### src/rtl/mulx_pkg.sv
package mulx_pkg;

   // One radix-4 Booth digit: magnitude 1 or 2 (at most one set), with sign.
   typedef struct packed {
      logic neg;
      logic one;
      logic two;
   } bdigit_t;

endpackage

### src/rtl/mulx_booth_recode.sv
module mulx_booth_recode
   import mulx_pkg::*;
(
   input  logic [2:0] win,
   output bdigit_t    dig
);

   always_comb begin
      dig.one = win[1] ^ win[0];
      dig.two = (win == 3'b011) || (win == 3'b100);
      dig.neg = win[2] & ~(win[1] & win[0]);
   end

endmodule

### src/rtl/mulx_pp_gen.sv
module mulx_pp_gen
   import mulx_pkg::*;
#(
   parameter int PW    = 64,
   parameter int SHIFT = 0
)(
   input  logic [PW-1:0] xe,
   input  bdigit_t       dig,
   output logic [PW-1:0] pp
);

   if (SHIFT < 0 || SHIFT >= PW) begin : g_bad_shift
      $error("mulx_pp_gen: SHIFT out of range");
   end

   logic [PW-1:0] mag;
   logic [PW-1:0] sel;

   always_comb begin
      if (dig.two)      mag = xe << 1;
      else if (dig.one) mag = xe;
      else              mag = '0;
      sel = dig.neg ? (~mag + {{(PW-1){1'b0}}, 1'b1}) : mag;
      pp  = sel << SHIFT;
   end

   // The recoder in the neighbouring cell must hand over a legal digit.
   always_comb begin
      assert_digit_legal_R3: assert ($onehot0({dig.one, dig.two}) && (!dig.neg || dig.one || dig.two))
         else $error("illegal Booth digit");
   end

endmodule

### src/rtl/mulx_pp_sum.sv
module mulx_pp_sum #(
   parameter int PW = 64,
   parameter int N  = 17
)(
   input  logic [N-1:0][PW-1:0] pps,
   output logic [PW-1:0]        sum
);

   if (N < 1) begin : g_bad_n
      $error("mulx_pp_sum: N must be at least 1");
   end

   logic [N:0][PW-1:0] acc;

   assign acc[0] = '0;
   for (genvar i = 0; i < N; i++) begin : g_acc
      assign acc[i+1] = acc[i] + pps[i];
   end

   assign sum = acc[N];

endmodule

### src/rtl/mulx_booth_top.sv
module mulx_booth_top
   import mulx_pkg::*;
#(
   parameter int XW = 32,
   parameter int YW = 32
)(
   input  logic               clk,
   input  logic               rst,
   input  logic               req_valid,
   input  logic [XW-1:0]      x_in,
   input  logic [YW-1:0]      y_in,
   input  logic               x_is_signed,
   input  logic               y_is_signed,
   output logic [XW+YW-1:0]   product,
   output logic               prod_valid
);

   localparam int PW = XW + YW;      // product width
   localparam int ND = YW / 2 + 1;   // Booth digit count
   localparam int YE = 2 * ND;       // widened multiplier width

   if (XW < 2 || YW < 2) begin : g_bad_width
      $error("mulx_booth_top: operand widths must be at least 2");
   end
   if (YW % 2 != 0) begin : g_bad_parity
      $error("mulx_booth_top: YW must be even");
   end

   // Operand extension
   logic          x_top;
   logic          y_top;
   logic [PW-1:0] x_ext;
   logic [YE:0]   y_ext;   // bit 0 is the implicit zero below the LSB

   assign x_top = x_is_signed & x_in[XW-1];
   assign y_top = y_is_signed & y_in[YW-1];
   assign x_ext = {{YW{x_top}}, x_in};
   assign y_ext = {{(YE-YW){y_top}}, y_in, 1'b0};

   // Booth digits and partial products
   bdigit_t              digs [ND];
   logic [ND-1:0][PW-1:0] pps;

   for (genvar i = 0; i < ND; i++) begin : g_digit
      mulx_booth_recode u_rec (
         .win (y_ext[2*i+2 -: 3]),
         .dig (digs[i])
      );
      mulx_pp_gen #(.PW(PW), .SHIFT(2*i)) u_pp (
         .xe  (x_ext),
         .dig (digs[i]),
         .pp  (pps[i])
      );
   end

   logic [PW-1:0] sum;

   mulx_pp_sum #(.PW(PW), .N(ND)) u_sum (
      .pps (pps),
      .sum (sum)
   );

   // Output stage
   always_ff @(posedge clk or posedge rst) begin
      if (rst) begin
         prod_valid <= 1'b0;
         product    <= '0;
      end else begin
         prod_valid <= req_valid;
         if (req_valid) product <= sum;
      end
   end

   // Behavioural product, used only by the assertions below
   logic signed [PW-1:0] ref_x;
   logic signed [PW-1:0] ref_y;
   logic signed [PW-1:0] ref_prod;

   always_comb begin
      ref_x    = x_is_signed ? $signed({{YW{x_in[XW-1]}}, x_in}) : $signed({{YW{1'b0}}, x_in});
      ref_y    = y_is_signed ? $signed({{XW{y_in[YW-1]}}, y_in}) : $signed({{XW{1'b0}}, y_in});
      ref_prod = ref_x * ref_y;
   end

   always @(posedge clk) begin
      if (rst) begin
         assert_reset_clear_R1: assert (prod_valid == 1'b0 && product == '0)
            else $error("outputs not cleared in reset");
      end
   end

   assert_valid_follows_R2: assert property (@(posedge clk) disable iff (rst)
      req_valid |=> prod_valid);

   assert_no_stale_valid_R2: assert property (@(posedge clk) disable iff (rst)
      !req_valid |=> !prod_valid);

   assert_product_matches_R3: assert property (@(posedge clk) disable iff (rst)
      req_valid |=> (product == $past(ref_prod)));

   assert_hold_when_idle_R8: assert property (@(posedge clk) disable iff (rst)
      !req_valid |=> $stable(product));

endmodule

### config.mk
export PLATFORM = sky130hd
export DESIGN_NAME = mulx_booth_top
export DESIGN_NICKNAME = d
export VERILOG_FILES = /design/src/rtl/mulx_pkg.sv /design/src/rtl/mulx_booth_recode.sv /design/src/rtl/mulx_pp_gen.sv /design/src/rtl/mulx_pp_sum.sv /design/src/rtl/mulx_booth_top.sv
export SDC_FILE = /design/constraint.sdc
export NUM_CORES = 2
export LEC_CHECK = 0
export ABC_CLOCK_PERIOD_IN_PS = 2900
export BUFFER_PORTS_ARGS = -buffer_cell sky130_fd_sc_hd__buf_2
export CAP_MARGIN = 20
export CORE_MARGIN = 2
export CORE_UTILIZATION = 40
export DETAILED_ROUTE_END_ITERATION = 7
export MAX_ROUTING_LAYER = met4
export PLACE_DENSITY_LB_ADDON = 0.3
export SLEW_MARGIN = 20
export SYNTH_ARGS = -nofsm -noshare
export SYNTH_HDL_FRONTEND = slang
export SYNTH_SLANG_ARGS = --single-unit
### constraint.sdc
create_clock -name clk -period 2.9 [get_ports clk]
set_clock_uncertainty 0.05 [all_clocks]
set_input_delay 0.58 -clock clk [delete_from_list [all_inputs] [get_ports clk]]
set_output_delay 0.58 -clock clk [all_outputs]
set_load 0.02 [all_outputs]
After elaboration in Yosys (flattened, before gate mapping):

Cells that the tools add are included.

* bits in registers: 65
* input port bits: 69
* output and inout bits: 65

* $add $sub $neg: 33
* equal/unequal tests: 33
* mux-type cells: 51
* bitwise operators: 83
* reductions and logical operators: 16

Operators with widths (number)
* 64-bit adder: 16
* 64-bit 2-to-1 mux: 3
* 62-bit 2-to-1 mux: 3
* 60-bit 2-to-1 mux: 3
* 58-bit 2-to-1 mux: 3
* 56-bit 2-to-1 mux: 3
* 54-bit 2-to-1 mux: 3
* 52-bit 2-to-1 mux: 3
* 50-bit 2-to-1 mux: 3
* 48-bit 2-to-1 mux: 3
* 46-bit 2-to-1 mux: 3
* 44-bit 2-to-1 mux: 3
* 42-bit 2-to-1 mux: 3
* 40-bit 2-to-1 mux: 3
* 38-bit 2-to-1 mux: 3
* 36-bit 2-to-1 mux: 3
* 34-bit 2-to-1 mux: 3
* 32-bit 2-to-1 mux: 3
* 64-bit by 1-bit adder with 64-bit output (second input constant): 1
* 64-bit NOT: 1
* 62-bit by 1-bit adder with 62-bit output (second input constant): 1
* 62-bit NOT: 1
* 60-bit by 1-bit adder with 60-bit output (second input constant): 1
* 60-bit NOT: 1
* 35 further kinds: 143

Longest topological paths before layout:

* depth after elaboration: 22
* mapped depth: 44
* mapped depth without buffers: 39

Cells and area by module:

Synthesis repeated with hierarchy kept, for this count alone.

* cells, all modules: 9046
* area, all modules: 69968.4 um2

Modules (own cells, without submodules)
* mulx_pp_sum: times used 1, cells an instance 3104, area an instance 28902.7 um2, seq. area each 0.0 um2
* mulx_pp_gen (g_digit[0].u_pp): times used 1, cells an instance 474, area an instance 3052.9 um2, seq. area each 0.0 um2
* mulx_pp_gen (g_digit[2].u_pp): times used 1, cells an instance 412, area an instance 2780.2 um2, seq. area each 0.0 um2
* mulx_pp_gen (g_digit[3].u_pp): times used 1, cells an instance 406, area an instance 2776.4 um2, seq. area each 0.0 um2
* mulx_pp_gen (g_digit[1].u_pp): times used 1, cells an instance 434, area an instance 2743.9 um2, seq. area each 0.0 um2
* mulx_booth_top: times used 1, cells an instance 140, area an instance 2723.9 um2, seq. area each 1626.6 um2
* mulx_pp_gen (g_digit[4].u_pp): times used 1, cells an instance 388, area an instance 2591.2 um2, seq. area each 0.0 um2
* mulx_pp_gen (g_digit[6].u_pp): times used 1, cells an instance 368, area an instance 2391.0 um2, seq. area each 0.0 um2
* mulx_pp_gen (g_digit[5].u_pp): times used 1, cells an instance 346, area an instance 2346.0 um2, seq. area each 0.0 um2
* mulx_pp_gen (g_digit[7].u_pp): times used 1, cells an instance 352, area an instance 2253.4 um2, seq. area each 0.0 um2
* mulx_pp_gen (g_digit[8].u_pp): times used 1, cells an instance 322, area an instance 2122.0 um2, seq. area each 0.0 um2
* mulx_pp_gen (g_digit[10].u_pp): times used 1, cells an instance 314, area an instance 2054.5 um2, seq. area each 0.0 um2
* mulx_pp_gen (g_digit[11].u_pp): times used 1, cells an instance 315, area an instance 2020.7 um2, seq. area each 0.0 um2
* mulx_pp_gen (g_digit[9].u_pp): times used 1, cells an instance 305, area an instance 1993.2 um2, seq. area each 0.0 um2
* 6 more rows

Least setup slack after synthesis:

No wires, ideal clock.

* path type: in2reg
* start: input port y_in[1]
* end: register product[63]
* setup time: 77 ps
* arrival time: 11055 ps
* data required time: 2773 ps
* path slack: -8282 ps
* cell stages on the path: 42
* path through: clkbuf_1 > inv_1 > clkbuf_1 > ha_1 > mux2_2 > clkbuf_1 > buf_1 > clkbuf_1 > clkbuf_1 > a21oi_1 > ha_1 > nand4_1 > or2_1 > or4_1 > or2_1 > nor2_1 > o21ai_1 > nor3b_1 > [6 not listed] > fa_1 > inv_1 > fa_1 > inv_1 > ha_1 > clkbuf_1 > a21o_1 > a21o_1 > a221oi_1 > nand3_1 > a211oi_1 > a21oi_1 > o21ai_1 > o2111ai_1 > a221o_1 > a21oi_1 > xnor3_1 > a21oi_1

* word-level cells in the longest chain between the ends: 22
* elaborated cells between the ends (all ways): 33

Ends and longest elaborated chain
* from (decl): line mulx_booth_top.sv:11 `input logic [YW-1:0] y_in,`
* 3-bit by 2-bit equality test with 1-bit output (tied with other cells): line mulx_booth_recode.sv:10 `dig.two = (win == 3'b011) || (win == 3'b100);`
* 1-bit logical OR or 62-bit 2-to-1 mux (tied branches): line mulx_booth_recode.sv:10, mulx_pp_gen.sv:21
* 62-bit 2-to-1 mux: line mulx_pp_gen.sv:20 `if (dig.two) mag = xe << 1;`
* 62-bit NOT: line mulx_pp_gen.sv:23 `sel = dig.neg ? (~mag + {{(PW-1){1'b0}}, 1'b1}) : mag;`
* 62-bit by 1-bit adder with 62-bit output: line mulx_pp_gen.sv:23
* 62-bit 2-to-1 mux: line mulx_pp_gen.sv:23
* 64-bit adder (*) (16 in a row): line mulx_pp_sum.sv:17 `assign acc[i+1] = acc[i] + pps[i];`
* to (signal assigned): line mulx_booth_top.sv:70 `if (req_valid) product <= sum;`
* to (decl): line mulx_booth_top.sv:14 `output logic [XW+YW-1:0] product,`

Every way passes the cells marked *; elsewhere a longest branch is shown, timed or not.
A chain may end at the register's enable or synchronous reset.

Worst setup path in the final report:

* start: input port x_in[10]
* end: register product[57]

* word-level cells in the longest chain between the ends: 21
* elaborated cells between the ends (all ways): 101

Ends and longest elaborated chain
* from (decl): line mulx_booth_top.sv:10 `input logic [XW-1:0] x_in,`
* 64-bit 2-to-1 mux or 62-bit 2-to-1 mux (tied branches): line mulx_pp_gen.sv:21 `else if (dig.one) mag = xe;`
* 64-bit 2-to-1 mux or 62-bit 2-to-1 mux (tied branches): line mulx_pp_gen.sv:20
* 64-bit NOT or 62-bit NOT (tied branches): line mulx_pp_gen.sv:23
* 64-bit by 1-bit adder with 64-bit output or 62-bit by 1-bit adder with 62-bit output (tied branches): line mulx_pp_gen.sv:23
* 64-bit 2-to-1 mux or 62-bit 2-to-1 mux (tied branches): line mulx_pp_gen.sv:23
* 64-bit adder (15 in a row): line mulx_pp_sum.sv:17
* 64-bit adder (*): line mulx_pp_sum.sv:17

Marks and branches as above.

==> qor.tcl <==
set qor(run_status) {finished, violations left}
set qor(violations) {negative setup slack}
set qor(ctsLongestPathBuffers) 2
set qor(worst_path_largest_cell_delay_ps) 560
set qor(gp_routability_congestion) 1.05
set qor(timing.critical_path.fanout_max) 7
set qor(synth_async_sr_flop_share_pct) 100
set qor(yosys_warnings) 0
set qor(dominant_cell_by_count_in_the_synthesized_netlist) {sky130_fd_sc_hd__a21oi_1}
set qor(grt_antenna_before_repair) 7
set qor(postLayoutSetupSlackWorst_ps) -6240
set qor(grt_overflow) 0
set qor(cts_root_buf) {sky130_fd_sc_hd__clkbuf_16}
set qor(max_freq_ghz) 0.109
set qor(num-nets-final) 8638
set qor(yosys.cell_types.count) 91
set qor(end_kind) {flop}
set qor(port_buffers) 133
set qor(worstSkewPairLatency_ps) 400
set qor(worst-r2r-cell-count) 2
set qor(hold_class) {in -> async}
set qor(critPathSlowestCell) {sky130_fd_sc_hd__fa_2}
set qor(vias_per_std_cell) 5.97
set qor(synthesis.area_per_instance_um2) 7.37
set qor(die-area_um2) 121000
set qor(fp.dieW_um) 348
set qor(cp-endpoint) {product[57]}
set qor(setup_violations) 60
set qor(nFillCells) 11100
set qor(fin_area_um2) 66000
set qor(placement_rows) 126
set qor(synthesized_instance_count) 6426
set qor(cp-start-kind) {input pin}
set qor(worst_r2r_endpoint) {product[60]}
set qor(synth_top_area_share_pct) 28.2
set qor(post_synth_instance_area_um2) 47400
set qor(grt_max_degree) 69
set qor(first_pass_grt_wire_length_um) 393000
set qor(detailed_place_hpwl_um) 233000
set qor(critical_path_class) {in -> reg}
set qor(ff2ff_setup_slack_ps) 1930
set qor(maxSlewViolCount) 0
set qor(final-hold-violation-count) 0
set qor(crit_buf_inv) 8
set qor(drive_gt1_share_pct) 33.0
set qor(slew_headroom_pct) 51.2
set qor(final.setup.tns_ps) -282920
set qor(drt-pass1-iter-count) 6
set qor(dominantRegCellSynth) {sky130_fd_sc_hd__dfrtp_1}
set qor(final_min_period_over_clock_period_pct) 315
set qor(routed_wire_length_per_instance_um) 30.0
set qor(synth_seq_cells) 65
set qor(syn_nets) 7339
set qor(critical_path.top_delay_family) {adder cells}
set qor(cp_data_arrival_time_ps) 9390
set qor(area_delta_synth_final_pct) 39.4
set qor(clock-sinks) 65
set qor(grt_pass1_vias) 54200
set qor(critical_r2r_launch) {product[60]}
set qor(drcViolationCount) 0
set qor(worstSetupStartpoint) {x_in[10]}
set qor(setup_repair_after_global_routing_missed_its_margin) {true}
set qor(worst_slew_pin_slew_ps) 724
set qor(globalRouteTotalUtil_pct) 46.3
set qor(synth-edff-count) 0
set qor(cts_tree) {yes}
set qor(clk_pin_slew_ps) 70
set qor(io_pins) 134
set qor(inserted_clock_buffers) 9
set qor(initialDrtViolationCount) 6727
set qor(timing.final.crit_period_ps) 9140
set qor(crit_path_frequent_cell) {sky130_fd_sc_hd__fa_1}
set qor(worst_ep_required_time_ps) 3150
set qor(postRouteAntennaNets) 0
set qor(fp.dieH_um) 348
set qor(worst-path-stages) 38
set qor(synth.largest_area_cell) {sky130_fd_sc_hd__fa_1}
set qor(cap_violations) 0
set qor(core_area_um2) 118000
set qor(detail_route.wirelength_um) 278000
set qor(initial_core_util_pct) 40.2
set qor(yosysSeqAreaShare_pct) 3.43
set qor(detailroute.via_count) 55300
set qor(synth.top_cells.by_count) {sky130_fd_sc_hd__a21oi_1, sky130_fd_sc_hd__inv_1, sky130_fd_sc_hd__fa_1}
set qor(largest_cells_by_area_after_synthesis) {sky130_fd_sc_hd__fa_1, sky130_fd_sc_hd__a21oi_1, sky130_fd_sc_hd__xnor2_1, sky130_fd_sc_hd__inv_1, sky130_fd_sc_hd__ha_1}
set qor(placement.cell_area_um2) 62400
set qor(cts.htree.levels) 3
==> state kept, by name, summed over array words and instances, names as in the netlist <==
| signal | flops |
|---|---|
| product | 64 |
| prod_valid | 1 |
==> cell families after synthesis <==
family / Yosys count / synth area share, %
AO/OA/AOI/OAI: 1801 / 22.6
AND/OR/NAND/NOR: 1708 / 17.3
buffers and inverters: 1315 / 10.5
adder cells (fa/ha/maj): 844 / 32.9
XOR/XNOR: 587 / 10.9
multiplexers: 106 / 2.43
flip-flops: 65 / 3.43
==> metrics by stage <==
stage	hold WS [ps]	setup WS, ps	instances	util, %
floorplan	543	-6670	6426	-
global placement	419	-7010	9149	53.0
detailed placement	425	-7160	9149	53.0
CTS	162	-6160	9217	54.8
global route	182	-6430	9267	56.1
finish	155	-6240	9270	56.1
==> area by class of cell <==
class | instances | area [um2] | area share, %
tap | 1536 | 1920 | 2.91
sequential | 65 | 1630 | 2.46
antenna | 5 | 12.5 | 0.0189
timing repair buffer | 1879 | 15200 | 23.0
multi-input combinational | 5047 | 44200 | 67.0
inverter | 723 | 2720 | 4.12
clock inverter | 6 | 108 | 0.163
clock buffer | 9 | 225 | 0.341
==> placed cells by master (no fill, tap or decap), types with 39 or more instances in the layout <==
cell	instances
sky130_fd_sc_hd__buf_4	1602
sky130_fd_sc_hd__a21oi_1	683
sky130_fd_sc_hd__inv_1	677
sky130_fd_sc_hd__fa_1	591
sky130_fd_sc_hd__nand2_1	469
sky130_fd_sc_hd__nor2_1	441
sky130_fd_sc_hd__xnor2_1	337
sky130_fd_sc_hd__o21ai_0	307
sky130_fd_sc_hd__and3_1	274
sky130_fd_sc_hd__xor2_1	226
sky130_fd_sc_hd__a31oi_1	164
sky130_fd_sc_hd__buf_2	120
sky130_fd_sc_hd__buf_12	84
sky130_fd_sc_hd__and2_1	82
sky130_fd_sc_hd__ha_1	82
sky130_fd_sc_hd__ha_4	81
sky130_fd_sc_hd__fa_2	76
sky130_fd_sc_hd__nand3_1	69
sky130_fd_sc_hd__dfrtp_1	65
sky130_fd_sc_hd__nor3_1	63
sky130_fd_sc_hd__buf_6	63
sky130_fd_sc_hd__mux2_2	58
sky130_fd_sc_hd__o22ai_1	55
sky130_fd_sc_hd__a21oi_2	50
sky130_fd_sc_hd__nand2b_1	48
sky130_fd_sc_hd__inv_2	41
sky130_fd_sc_hd__a211oi_1	40
sky130_fd_sc_hd__o31ai_1	40
sky130_fd_sc_hd__o21ai_1	39
==> how the worst min path moves through the flow <==
stage                     start  cells after the start     endpoint  slack (ps)
finish                      rst                      2  product[41]         160
global route                rst                      2  product[41]         180
CTS                         rst                      2  product[41]         160
detailed placement  product[19]                      2  product[19]         420
global placement    product[27]                      2  product[27]         420
floorplan            product[0]                      2   product[0]         540
==> layer usage <==
layer	global-route usage [%]	part of all wire [%]
met1	55.4	37
met2	70.0	44
met3	6.62	8.5
met4	36.3	10
met5	-	0
==> worst reg2reg max path: stages (launching register included) <==
cell	delay [ps]
sky130_fd_sc_hd__dfrtp_1	400
sky130_fd_sc_hd__a221oi_1	300
sky130_fd_sc_hd__nand3b_1	100
==> timing repair <==
action | in CTS | in global routing
resized for setup | 327 | 276
setup buffers | 53 | 58
cloned | 2 | 1
setup endpoints to repair | 60 | 60
hold buffers | 0 | 0
pin swaps | 145 | 231
Power is left out: the tool's default activity adds up to more than one toggle a clock period on the data nets, which glitch-free logic cannot reach.
